File: src/rtl/devctl_pkg.sv
package devctl_pkg;
  localparam int CTRL_OFS  = 8'h15;
  localparam int CNT_OFS   = 8'h16;
  localparam int EN_BIT    = 5;
  localparam int FLASH_BIT = 2;
  localparam int TEL_BIT   = 1;
  localparam int ETH_BIT   = 0;

  typedef struct packed {
    logic cntEn;
    logic flashBit;
    logic telBit;
    logic ethBit;
  } ctrlCfg_t;
endpackage

File: src/rtl/devctl_ctrl.sv
module devctl_ctrl
  import devctl_pkg::*;
#(
  parameter int ADDR_W = 8
) (
  input  logic              clk,
  input  logic              rstN,
  input  logic              busWr,
  input  logic [ADDR_W-1:0] busAddr,
  input  logic [7:0]        busWrData,
  input  logic [7:0]        cntVal,
  output ctrlCfg_t          cfg,
  output logic [7:0]        busRdData
);
  logic ctrlHit, cntHit;
  logic unusedWrBits;

  assign ctrlHit = (busAddr == ADDR_W'(CTRL_OFS));
  assign cntHit  = (busAddr == ADDR_W'(CNT_OFS));
  assign unusedWrBits = ^{busWrData[7:6], busWrData[4:3]};

  always_ff @(posedge clk) begin
    if (!rstN) begin
      cfg <= '0;
    end else if (busWr && ctrlHit) begin
      cfg.cntEn    <= busWrData[EN_BIT];
      cfg.flashBit <= busWrData[FLASH_BIT];
      cfg.telBit   <= busWrData[TEL_BIT];
      cfg.ethBit   <= busWrData[ETH_BIT];
    end
  end

  always_comb begin
    busRdData = '0;
    if (ctrlHit) begin
      busRdData[EN_BIT]    = cfg.cntEn;
      busRdData[FLASH_BIT] = cfg.flashBit;
      busRdData[TEL_BIT]   = cfg.telBit;
      busRdData[ETH_BIT]   = cfg.ethBit;
    end else if (cntHit) begin
      busRdData = cntVal;
    end
  end


  rsvd_zero_chk: assert property (@(posedge clk) disable iff (!rstN)
    ctrlHit |-> (busRdData[7:6] == 2'b00 && busRdData[4:3] == 2'b00));


  cnt_wr_ignored_chk: assert property (@(posedge clk) disable iff (!rstN)
    (busWr && cntHit) |=> $stable(cfg));


  ctrl_load_chk: assert property (@(posedge clk) disable iff (!rstN)
    (busWr && ctrlHit) |=> (cfg.cntEn == $past(busWrData[EN_BIT]) &&
                            cfg.ethBit == $past(busWrData[ETH_BIT])));
endmodule

File: src/rtl/devctl_dp.sv
module devctl_dp
  import devctl_pkg::*;
#(
  parameter int TICK_DIV    = 64,
  parameter int ETH_MIN_CYC = 500
) (
  input  logic     clk,
  input  logic     rstN,
  input  ctrlCfg_t cfg,
  output logic [7:0] cntVal,
  output logic     flashRst,
  output logic     telRst,
  output logic     ethRst
);
  localparam int PRE_W = (TICK_DIV > 1) ? $clog2(TICK_DIV) : 1;
  localparam int WID_W = $clog2(ETH_MIN_CYC + 1);

  logic [PRE_W-1:0] preCnt;
  logic             tick;
  logic [7:0]       cntQ;
  logic [WID_W-1:0] widthCnt;
  logic             stretchOn;

  assign tick = cfg.cntEn && (preCnt == PRE_W'(TICK_DIV - 1));

  always_ff @(posedge clk) begin
    if (!rstN || !cfg.cntEn) begin
      preCnt <= '0;
      cntQ   <= '0;
    end else if (tick) begin
      preCnt <= '0;
      cntQ   <= cntQ + 8'd1;
    end else begin
      preCnt <= preCnt + PRE_W'(1);
    end
  end

  always_ff @(posedge clk) begin
    if (!rstN || !ethRst) begin
      widthCnt <= '0;
    end else if (widthCnt != WID_W'(ETH_MIN_CYC)) begin
      widthCnt <= widthCnt + WID_W'(1);
    end
  end

  assign stretchOn = (widthCnt != '0) && (widthCnt != WID_W'(ETH_MIN_CYC));
  assign ethRst    = cfg.ethBit | stretchOn;
  assign flashRst  = cfg.flashBit;
  assign telRst    = cfg.telBit;
  assign cntVal    = cntQ;


  cnt_held_chk: assert property (@(posedge clk) disable iff (!rstN)
    !cfg.cntEn |=> (cntVal == 8'h00));


  cnt_no_tick_chk: assert property (@(posedge clk) disable iff (!rstN)
    (cfg.cntEn && !tick) |=> $stable(cntVal));

  logic [WID_W-1:0] hiRun;
  always_ff @(posedge clk) begin
    if (!rstN || !ethRst) hiRun <= '0;
    else if (hiRun != WID_W'(ETH_MIN_CYC)) hiRun <= hiRun + WID_W'(1);
  end


  eth_min_width_chk: assert property (@(posedge clk) disable iff (!rstN)
    $fell(ethRst) |-> (hiRun == WID_W'(ETH_MIN_CYC)));


  eth_follow_chk: assert property (@(posedge clk) disable iff (!rstN)
    cfg.ethBit |-> ethRst);
endmodule

File: src/rtl/devctl_regs.sv
module devctl_regs
  import devctl_pkg::*;
#(
  parameter int ADDR_W      = 8,
  parameter int TICK_DIV    = 64,
  parameter int ETH_MIN_CYC = 500
) (
  input  logic              clk,
  input  logic              rstN,
  input  logic              busWr,
  input  logic [ADDR_W-1:0] busAddr,
  input  logic [7:0]        busWrData,
  output logic [7:0]        busRdData,
  output logic              flashRst,
  output logic              telRst,
  output logic              ethRst
);
  ctrlCfg_t   cfg;
  logic [7:0] cntVal;

  devctl_ctrl #(.ADDR_W(ADDR_W)) u_ctrl (
    .clk(clk), .rstN(rstN), .busWr(busWr), .busAddr(busAddr),
    .busWrData(busWrData), .cntVal(cntVal), .cfg(cfg), .busRdData(busRdData)
  );

  devctl_dp #(.TICK_DIV(TICK_DIV), .ETH_MIN_CYC(ETH_MIN_CYC)) u_dp (
    .clk(clk), .rstN(rstN), .cfg(cfg), .cntVal(cntVal),
    .flashRst(flashRst), .telRst(telRst), .ethRst(ethRst)
  );
endmodule

File: config.mk
export PLATFORM = sky130hd
export DESIGN_NAME = devctl_regs
export DESIGN_NICKNAME = d
export VERILOG_FILES = /design/src/rtl/devctl_pkg.sv /design/src/rtl/devctl_ctrl.sv /design/src/rtl/devctl_dp.sv /design/src/rtl/devctl_regs.sv
export SDC_FILE = /design/constraint.sdc
export NUM_CORES = 1
export LEC_CHECK = 0
export BUFFER_PORTS_ARGS = -buffer_cell sky130_fd_sc_hd__buf_4
export CORE_MARGIN = 5
export CORE_UTILIZATION = 35
export DETAILED_ROUTE_END_ITERATION = 12
export SYNTH_ARGS = -nofsm -noshare
export SYNTH_HDL_FRONTEND = slang
export SYNTH_SLANG_ARGS = --single-unit
File: constraint.sdc
create_clock -name clk -period 4.3 [get_ports clk]
set_input_delay 0.43 -clock clk [delete_from_list [all_inputs] [get_ports clk]]
set_output_delay 0.43 -clock clk [all_outputs]
set_load 0.1 [all_outputs]
==> results of run 1 <==
## logic make-up (layout without fill, tap and decap cells)
family                   after synthesis  count (layout)  share of synthesized area [%]
AND/OR/NAND/NOR                       76              76                          35.48
flip-flops                            27              27                          38.61
XOR/XNOR                              17              17                          10.63
AO/OA/AOI/OAI                         15              15                          8.400
buffers and inverters                  9              34                          2.502
adder cells (fa/ha/maj)                4               4                          3.575
multiplexers                           1               1                         0.8042
## synth_stat cells, drive strengths merged (2+ instances only)
cell type   n  area share, %
dfxtp      27             39
nor2       15            5.3
and3       13            6.0
xnor2      13            8.1
nand2      11            2.9
nand3       9            5.0
nand4       6            3.1
and2        5            2.2
inv         5            1.3
nor4        5            4.6
o21ai       5            1.8
a22o        4            2.5
ha          4            3.6
nor3        4            1.4
xor2        4            2.5
clkbuf      3           0.80
a21oi       2           0.71
and4b       2            1.4
## worst reg2reg max path, cell delays in order (launching register included)
cell	delay, ns
dfxtp_1	0.41
ha_1	0.28
nand3_4	0.17
or3_1	0.40
xnor2_1	0.14
nor2_1	0.05
## routing by layer
metal | GRT usage [%] | vias up
li1 | - | 582
met1 | 14.45 | 528
met2 | 21.45 | 16
met3 | 1.791 | 2
met4 | 3.689 | 0
met5 | 0 | -
## placed cells by master, fill, tap and decap left out
master	n
mux2_1	1
o21ba_2	1
or2_2	1
nor2_4	1
o211ai_1	1
nand3_4	2
xor2_1	4
and4bb_2	1
nand4b_1	1
nor2b_1	1
buf_4	25
clkinvlp_4	1
nand3_1	7
and2_1	5
and3_1	11
ha_1	4
dfxtp_1	27
nor2_1	10
nand4_2	1
and4b_1	2
a21oi_1	2
nor4_2	3
o21bai_4	1
nor4_4	1
nand4_1	5
clkbuf_8	3
nor2_2	4
nor3_1	4
nor3b_1	1
o2111a_1	1
nor4_1	1
and3_2	2
o21ai_0	5
or3_1	1
a22o_1	4
xnor2_1	13
nand2_1	11
inv_1	5
## final timing paths
kind,to,from,cells past startpoint,slack (ns)
setup / recovery,ethRst,u_dp.widthCnt[0]$_SDFFE_PP0P_,6,2.12
hold / removal,u_ctrl.cfg[1]$_SDFFE_PN0P_,busWrData[1],3,0.41
setup reg to reg,u_dp.cntVal[2]$_SDFFE_PP0P_,u_dp.preCnt[0]$_SDFF_PP0_,5,2.73
hold reg to reg,u_ctrl.cfg[0]$_SDFFE_PN0P_,u_ctrl.cfg[0]$_SDFFE_PN0P_,2,0.49
## power breakdown
group          internal, W  switching [W]  leakage (nW)
registers         0.000250   0.0000000722         0.217
clock network    0.0000659      0.0000837        0.0217
logic           0.00000946     0.00000558         0.415
## flip-flops by register name (all words and copies together), names as in the netlist
register	count
u_ctrl.cfg	4
u_dp.cntVal	8
u_dp.preCnt	6
u_dp.widthCnt	9
## layout make-up
class | instances | area share, %
sequential | 27 | 32.12
multi-input combinational | 113 | 49.00
tap | 50 | 3.717
inverter | 5 | 1.115
clock inverter | 1 | 0.4461
clock buffer | 3 | 2.454
timing repair buffer | 25 | 11.15
## through the flow
| stage | power, W | hold slack [ns] | setup slack (ns) |
|---|---|---|---|
| 2_1_floorplan | 0.0002604 | 0.4578 | 1.989 |
| 3_3_place_gp | 0.0002703 | 0.4748 | 2.142 |
| 3_5_place_dp | 0.0002709 | 0.4888 | 2.131 |
| 4_1_cts | 0.0004192 | 0.4052 | 2.092 |
| 5_1_grt | 0.0004284 | 0.4179 | 1.975 |
| 6_report | 0.0004146 | 0.4073 | 2.120 |
==> impl_results.md, run 1 <==
- Clock transition at the registers of the reported paths: 0.09 ns
- RSZ-0062 raised after global routing: false
- Crit path max-delay family: buffers and inverters
- Die Wd: 73.25 um
- Synth warn: 0
- Cells after DPL: 220
- Post-synth EDFFs: 0
- Die ar.: 0.005365 mm^2
- Sequential share of the synthesized area: 38.61%
- Area of the multi-input gates: 824.5 um^2
- CP Max Fanout: 10
- # setup viols final: 0
- Dominant synthesized flop cell: dfxtp_1
- DRT Pass-1 Iters: 4
- Initial Util: 35.51%
- CP cell instances: inv_1, ha_1, nand4b_1, nor2_4, o21bai_4, buf_4
- Initial antenna violation count: 0
- Critical path arrival: 1.75 ns
- Area grow syn2layout: 20.20%
- Crit share post-route: 50.70%
- Rows: 23
- Nets@finish: 198
- Worst setup EP type: primary output
- FMAX: 0.4587 GHz
- Setup TNS: 0 ns
- Buf/Inv on CP: 2
- Worst Skew: 0.008091 ns
- Pwr Density: 246.3 mW/mm^2
- Gpl congestion: 0.8279
- Post-DP Area: 0.001634 mm^2
- Leakage: 0.6544 nW
- Global Route Usage Sum: 11.94%
- Final HPWL DP: 2.286 mm
- Die Y: 73.25 um
- Clock sink count: 27
- Largest net degree at the start of global routing: 19
- Peak VDD IR: 0.0001716 V
- Min Tclk post-route: 2.180 ns
- Critical Path Max Stage Delay: 0.39 ns
- Post-Syn Area: 0.001400 mm^2
- DRC viols: 0
- Crit-path slowest cell: dfxtp_1
- Syn Nets: 172
- Req. time, crit path: 3.87 ns
- Setup bufs post-CTS: 0
- Vias/cell: 5.036
- Hold Fails Final Rpt: 0
- Clock Path Buffers: 2
- Root Buffer: clkbuf_8
- Non-Filler Instances: 224
- Cell variety after synth: 37
- Layout cell share with drive strength beyond 1: 27.01%
- FF+latch count, synth: 27
- Worst slew margin: 63.95%
- Design Area, Final: 0.001683 mm^2
- Max_cap viols: 0
- Reg area: 540.5 um^2
- Initial DRC count: 55
- Ant. Diodes: 0
- Input/output buffers: 25
- M1 WL: 1.314 mm
- Synth Instances: 149
- TritonCTS Buffers: 3
- CTS tree: yes
- Met3 wire length: 82 um
- H-tree levels: 1
- Crit Path Class: flip-flop to primary output
- Layout Utilization: 42.68%
- Routed length per instance: 13.13 um
- Syn avg cell area: 9.397 um^2
- Post-CTS sizing: 0
- Vias in the first global route: 1081
- FILL cells: 364
- Hold buffers post-CTS: 0
- Final Max Slew Viols: 0
- I/O pin total: 30
- Met2 WL post-DR: 1.523 mm
- Clock Latency Late Sink: 0.28 ns
- Least-Margin Pin Slew: 0.5394 ns
- Outcome: completed
- Hold crit path type: input pin to flip-flop
- Top routing layer in use: met4
- Grt ovf: 0
- Setup crit start kind: flip-flop
- ANT nets after route: 0
- Ys async rst share: 0%
- Routed WL: 2.940 mm
- DR vias: 1128
- First-pass GRT wire length: 5.030 mm
- Floorplan core area: 0.003943 mm^2
Power figures use the tool's default switching activity.
==> run 2, diff against run 1 <==
==> constraint.sdc (replaced) <==
create_clock -name clk -period 1.8 [get_ports clk]
set_input_delay 0.18 -clock clk [delete_from_list [all_inputs] [get_ports clk]]
set_output_delay 0.18 -clock clk [all_outputs]
set_load 0.1 [all_outputs]
==> run 2 against run 1 <==
Effect of this change:
- non-clock buffer count increased by 1
- register-to-register slack worse by 2.5 ns
- die area did not move
- global-route usage is 0.11 points lower
- clock power up 120%
- sequential power grew 140%
- worst hold slack lost 0.24 ns
- combinational power is 140% higher
- clock skew fell by 0.0053 ns
- critical path type unchanged
==> impl_results.md, run 2 (synthesis gave the netlist of run 1 again) <==
- Global Route Usage Sum: 11.82% (was 11.94%)
- Worst setup EP type: primary output (unchanged)
- Min Tclk post-route: 1.680 ns
- First-pass GRT wire length: 5.057 mm (was 5.030 mm)
- Floorplan core area: 0.003943 mm^2 (unchanged)
- Outcome: completed (unchanged)
- Largest net degree at the start of global routing: 19 (unchanged)
- Die ar.: 0.005365 mm^2 (unchanged)
- DRC viols: 0 (unchanged)
- Hold Fails Final Rpt: 0 (unchanged)
- Routed WL: 2.900 mm (was 2.940 mm)
- Area grow syn2layout: 21.89% (was 20.20%)
- Grt ovf: 0 (unchanged)
- Worst setup path end: ethRst (unchanged)
- Clock sink count: 27 (unchanged)
- Gpl congestion: 0.7433 (was 0.8279)
- Ant. Diodes: 0 (unchanged)
- Die Wd: 73.25 um (unchanged)
- Share of power burned in registers: 61.6% (was 60.3%)
- Setup crit start kind: flip-flop (unchanged)
- Pwr Density: 567.4 mW/mm^2 (was 246.3 mW/mm^2)
- Rows: 23 (unchanged)
- TritonCTS Buffers: 3 (unchanged)
- Reg2reg path depth: 5 (unchanged)
- RSZ-0062 raised after global routing: false (unchanged)
- Internal Power: 0.0007779 W (was 0.0003252 W)
- Final HPWL DP: 2.239 mm (was 2.286 mm)
- Critical path startpoint: u_dp.widthCnt[1]$_SDFFE_PP0P_ (was u_dp.widthCnt[0]$_SDFFE_PP0P_)
- Initial DRC count: 40 (was 55)
- Critical R2R Launch: u_dp.preCnt[0]$_SDFF_PP0_ (unchanged)
- DR vias: 1134 (was 1128)
- Max reg flops: 9 (unchanged)
- Worst slew margin: 66.20% (was 63.95%)
- Reg2Reg Setup Slack: 0.24 ns (was 2.73 ns)
- Root Buffer: clkbuf_8 (unchanged)
- Input/output buffers: 25 (unchanged)
- Comb power frac: 3.7% (was 3.6%)
- Final Max Slew Viols: 0 (unchanged)
- Setup TNS: 0 ns (unchanged)
- Initial Util: 35.51% (unchanged)
- I/O pin total: 30 (unchanged)
- Switching pwr: 0.0001905 W (was 0.00008934 W)
- Worst Skew: 0.002782 ns (was 0.008091 ns)
- Peak VDD IR: 0.0002907 V (was 0.0001716 V)
- CP cell instances: inv_1, ha_1, nand4b_1, nor2_4, o21bai_4, buf_12 (was inv_1, ha_1, nand4b_1, nor2_4, o21bai_4, buf_4)
- Setup bufs post-CTS: 0 (unchanged)
- Sw frac: 19.67% (was 21.55%)
- CTS tree: yes (unchanged)
- Max_cap viols: 0 (unchanged)
- Clock transition at the registers of the reported paths: 0.09 ns (about the same)
- H-tree levels: 1 (unchanged)
- Initial antenna violation count: 0 (unchanged)
- Least-Margin Pin Slew: 0.5058 ns (was 0.5394 ns)
- Die Y: 73.25 um (unchanged)
- Layout Utilization: 43.29% (was 42.68%)
- Layout cell share with drive strength beyond 1: 30.29% (was 27.01%)
- Clock share of power: 34.6% (was 36.1%)
- Critical path arrival: 1.50 ns (was 1.75 ns)
- Crit Path Class: flip-flop to primary output (unchanged)
- Hold crit path type: input pin to flip-flop (unchanged)
- DRT Pass-1 Iters: 4 (unchanged)
- Most common cell after layout, fill and taps aside: dfxtp_1 (unchanged)
- Crit-path slowest cell: dfxtp_1 (unchanged)
- Tot Pwr: 0.0009684 W (was 0.0004146 W)
- Leakage: 0.6672 nW (was 0.6544 nW)
- Most flop-heavy register: u_dp.widthCnt (unchanged)
- # setup viols final: 0 (unchanged)
- Nets@finish: 199 (was 198)
- Req. time, crit path: 1.62 ns (was 3.87 ns)
- CP Max Fanout: 4 (was 10)
- FMAX: 0.5951 GHz
- Commonest cells after routing, fill and taps aside: 26 x dfxtp_1, 25 x buf_4, 13 x xnor2_1 (was 27 x dfxtp_1, 25 x buf_4, 13 x xnor2_1)
- Vias in the first global route: 1159 (was 1081)
- Vias/cell: 5.040 (was 5.036)
- Critical Path Max Stage Delay: 0.38 ns (was 0.39 ns)
- Clock Latency Late Sink: 0.27 ns (was 0.28 ns)
- Routed length per instance: 12.89 um (was 13.13 um)
- RR Endpoint: u_dp.cntVal[2]$_SDFFE_PP0P_ (unchanged)
- FILL cells: 369 (was 364)
- Clock Path Buffers: 2 (unchanged)
- ANT nets after route: 0 (unchanged)
- Crit share post-route: 93.36%
==> run 2: cell count changes in the layout (fill, tap and decap cells not counted), sizes merged <==
cell and change:
buf +1, clkinvlp -1, clkbuf +1
==> run 2: power groups by stage <==
stage	clock [W]	combinational (W)	sequential (W)
floorplan	0	0.0000107	0.000611
global route	0.000379	0.0000398	0.000597
finish	0.000336	0.0000359	0.000597
detailed placement	0	0.0000358	0.000611
global placement	0	0.0000348	0.000611
CTS	0.000357	0.0000360	0.000597
==> run 2: critical path: cells and delay by family (launching register included) <==
kind	cells	cell delay, ns
DFF	1	0.38
and+or+nand+nor	2	0.26
buffers and inverters	2	0.25
adders and majority gates	1	0.18
AOI/OAI and AO/OA	1	0.17
==> run 2: area by class of cell <==
type | count | area, um^2 | share of cell area (%)
tap | 50 | 62.56 | 3.666
timing repair buffer | 26 | 207.7 | 12.17
clock buffer | 4 | 45.04 | 2.639
inverter | 5 | 18.77 | 1.100
sequential | 27 | 541.8 | 31.74
multi-input combinational | 113 | 830.8 | 48.68
==> run 2: worst min-delay path by stage <==
stage / end / start / slack (ns) / cells past startpoint
floorplan: u_ctrl.cfg[0]$_SDFFE_PN0P_ / busWrData[0] / 0.32 / 2
global placement: u_ctrl.cfg[2]$_SDFFE_PN0P_ / busWrData[2] / 0.44 / 3
detailed placement: u_ctrl.cfg[0]$_SDFFE_PN0P_ / busWrData[0] / 0.45 / 3
CTS: u_ctrl.cfg[0]$_SDFFE_PN0P_ / busWrData[0] / 0.16 / 3
global route: u_ctrl.cfg[1]$_SDFFE_PN0P_ / busWrData[1] / 0.17 / 3
finish: u_ctrl.cfg[0]$_SDFFE_PN0P_ / busWrData[0] / 0.16 / 3
==> run 2: layer usage <==
layer	vias to the layer above	wire, um	global-route usage, %	share of wire, %
met5	-	0	0	0
met4	0	17	4.303	0.59
met3	2	103	2.066	3.6
met2	17	1519	21.35	52
met1	537	1260	13.77	43
li1	578	-	-	-
==> run 2: per-stage QoR <==
| step | hold slack [ns] | setup WS (ns) | area (um^2) | cells |
|---|---|---|---|---|
| 2_1_floorplan | 0.3199 | 0.0001814 | 1406 | 149 |
| 3_3_place_gp | 0.4384 | 0.1541 | 1648 | 221 |
| 3_5_place_dp | 0.4525 | 0.1398 | 1648 | 221 |
| 4_1_cts | 0.1599 | 0.04372 | 1697 | 225 |
| 5_1_grt | 0.1674 | 0.03948 | 1707 | 225 |
| 6_report | 0.1646 | 0.1195 | 1707 | 225 |
==> run 2: what timing repair did <==
| item | in CTS | in global routing |
|---|---|---|
| resized for setup | 1 | 3 |
| pin swaps | 0 | 0 |
| setup endpoints to repair | 1 | 1 |
| hold buffers | 0 | 0 |
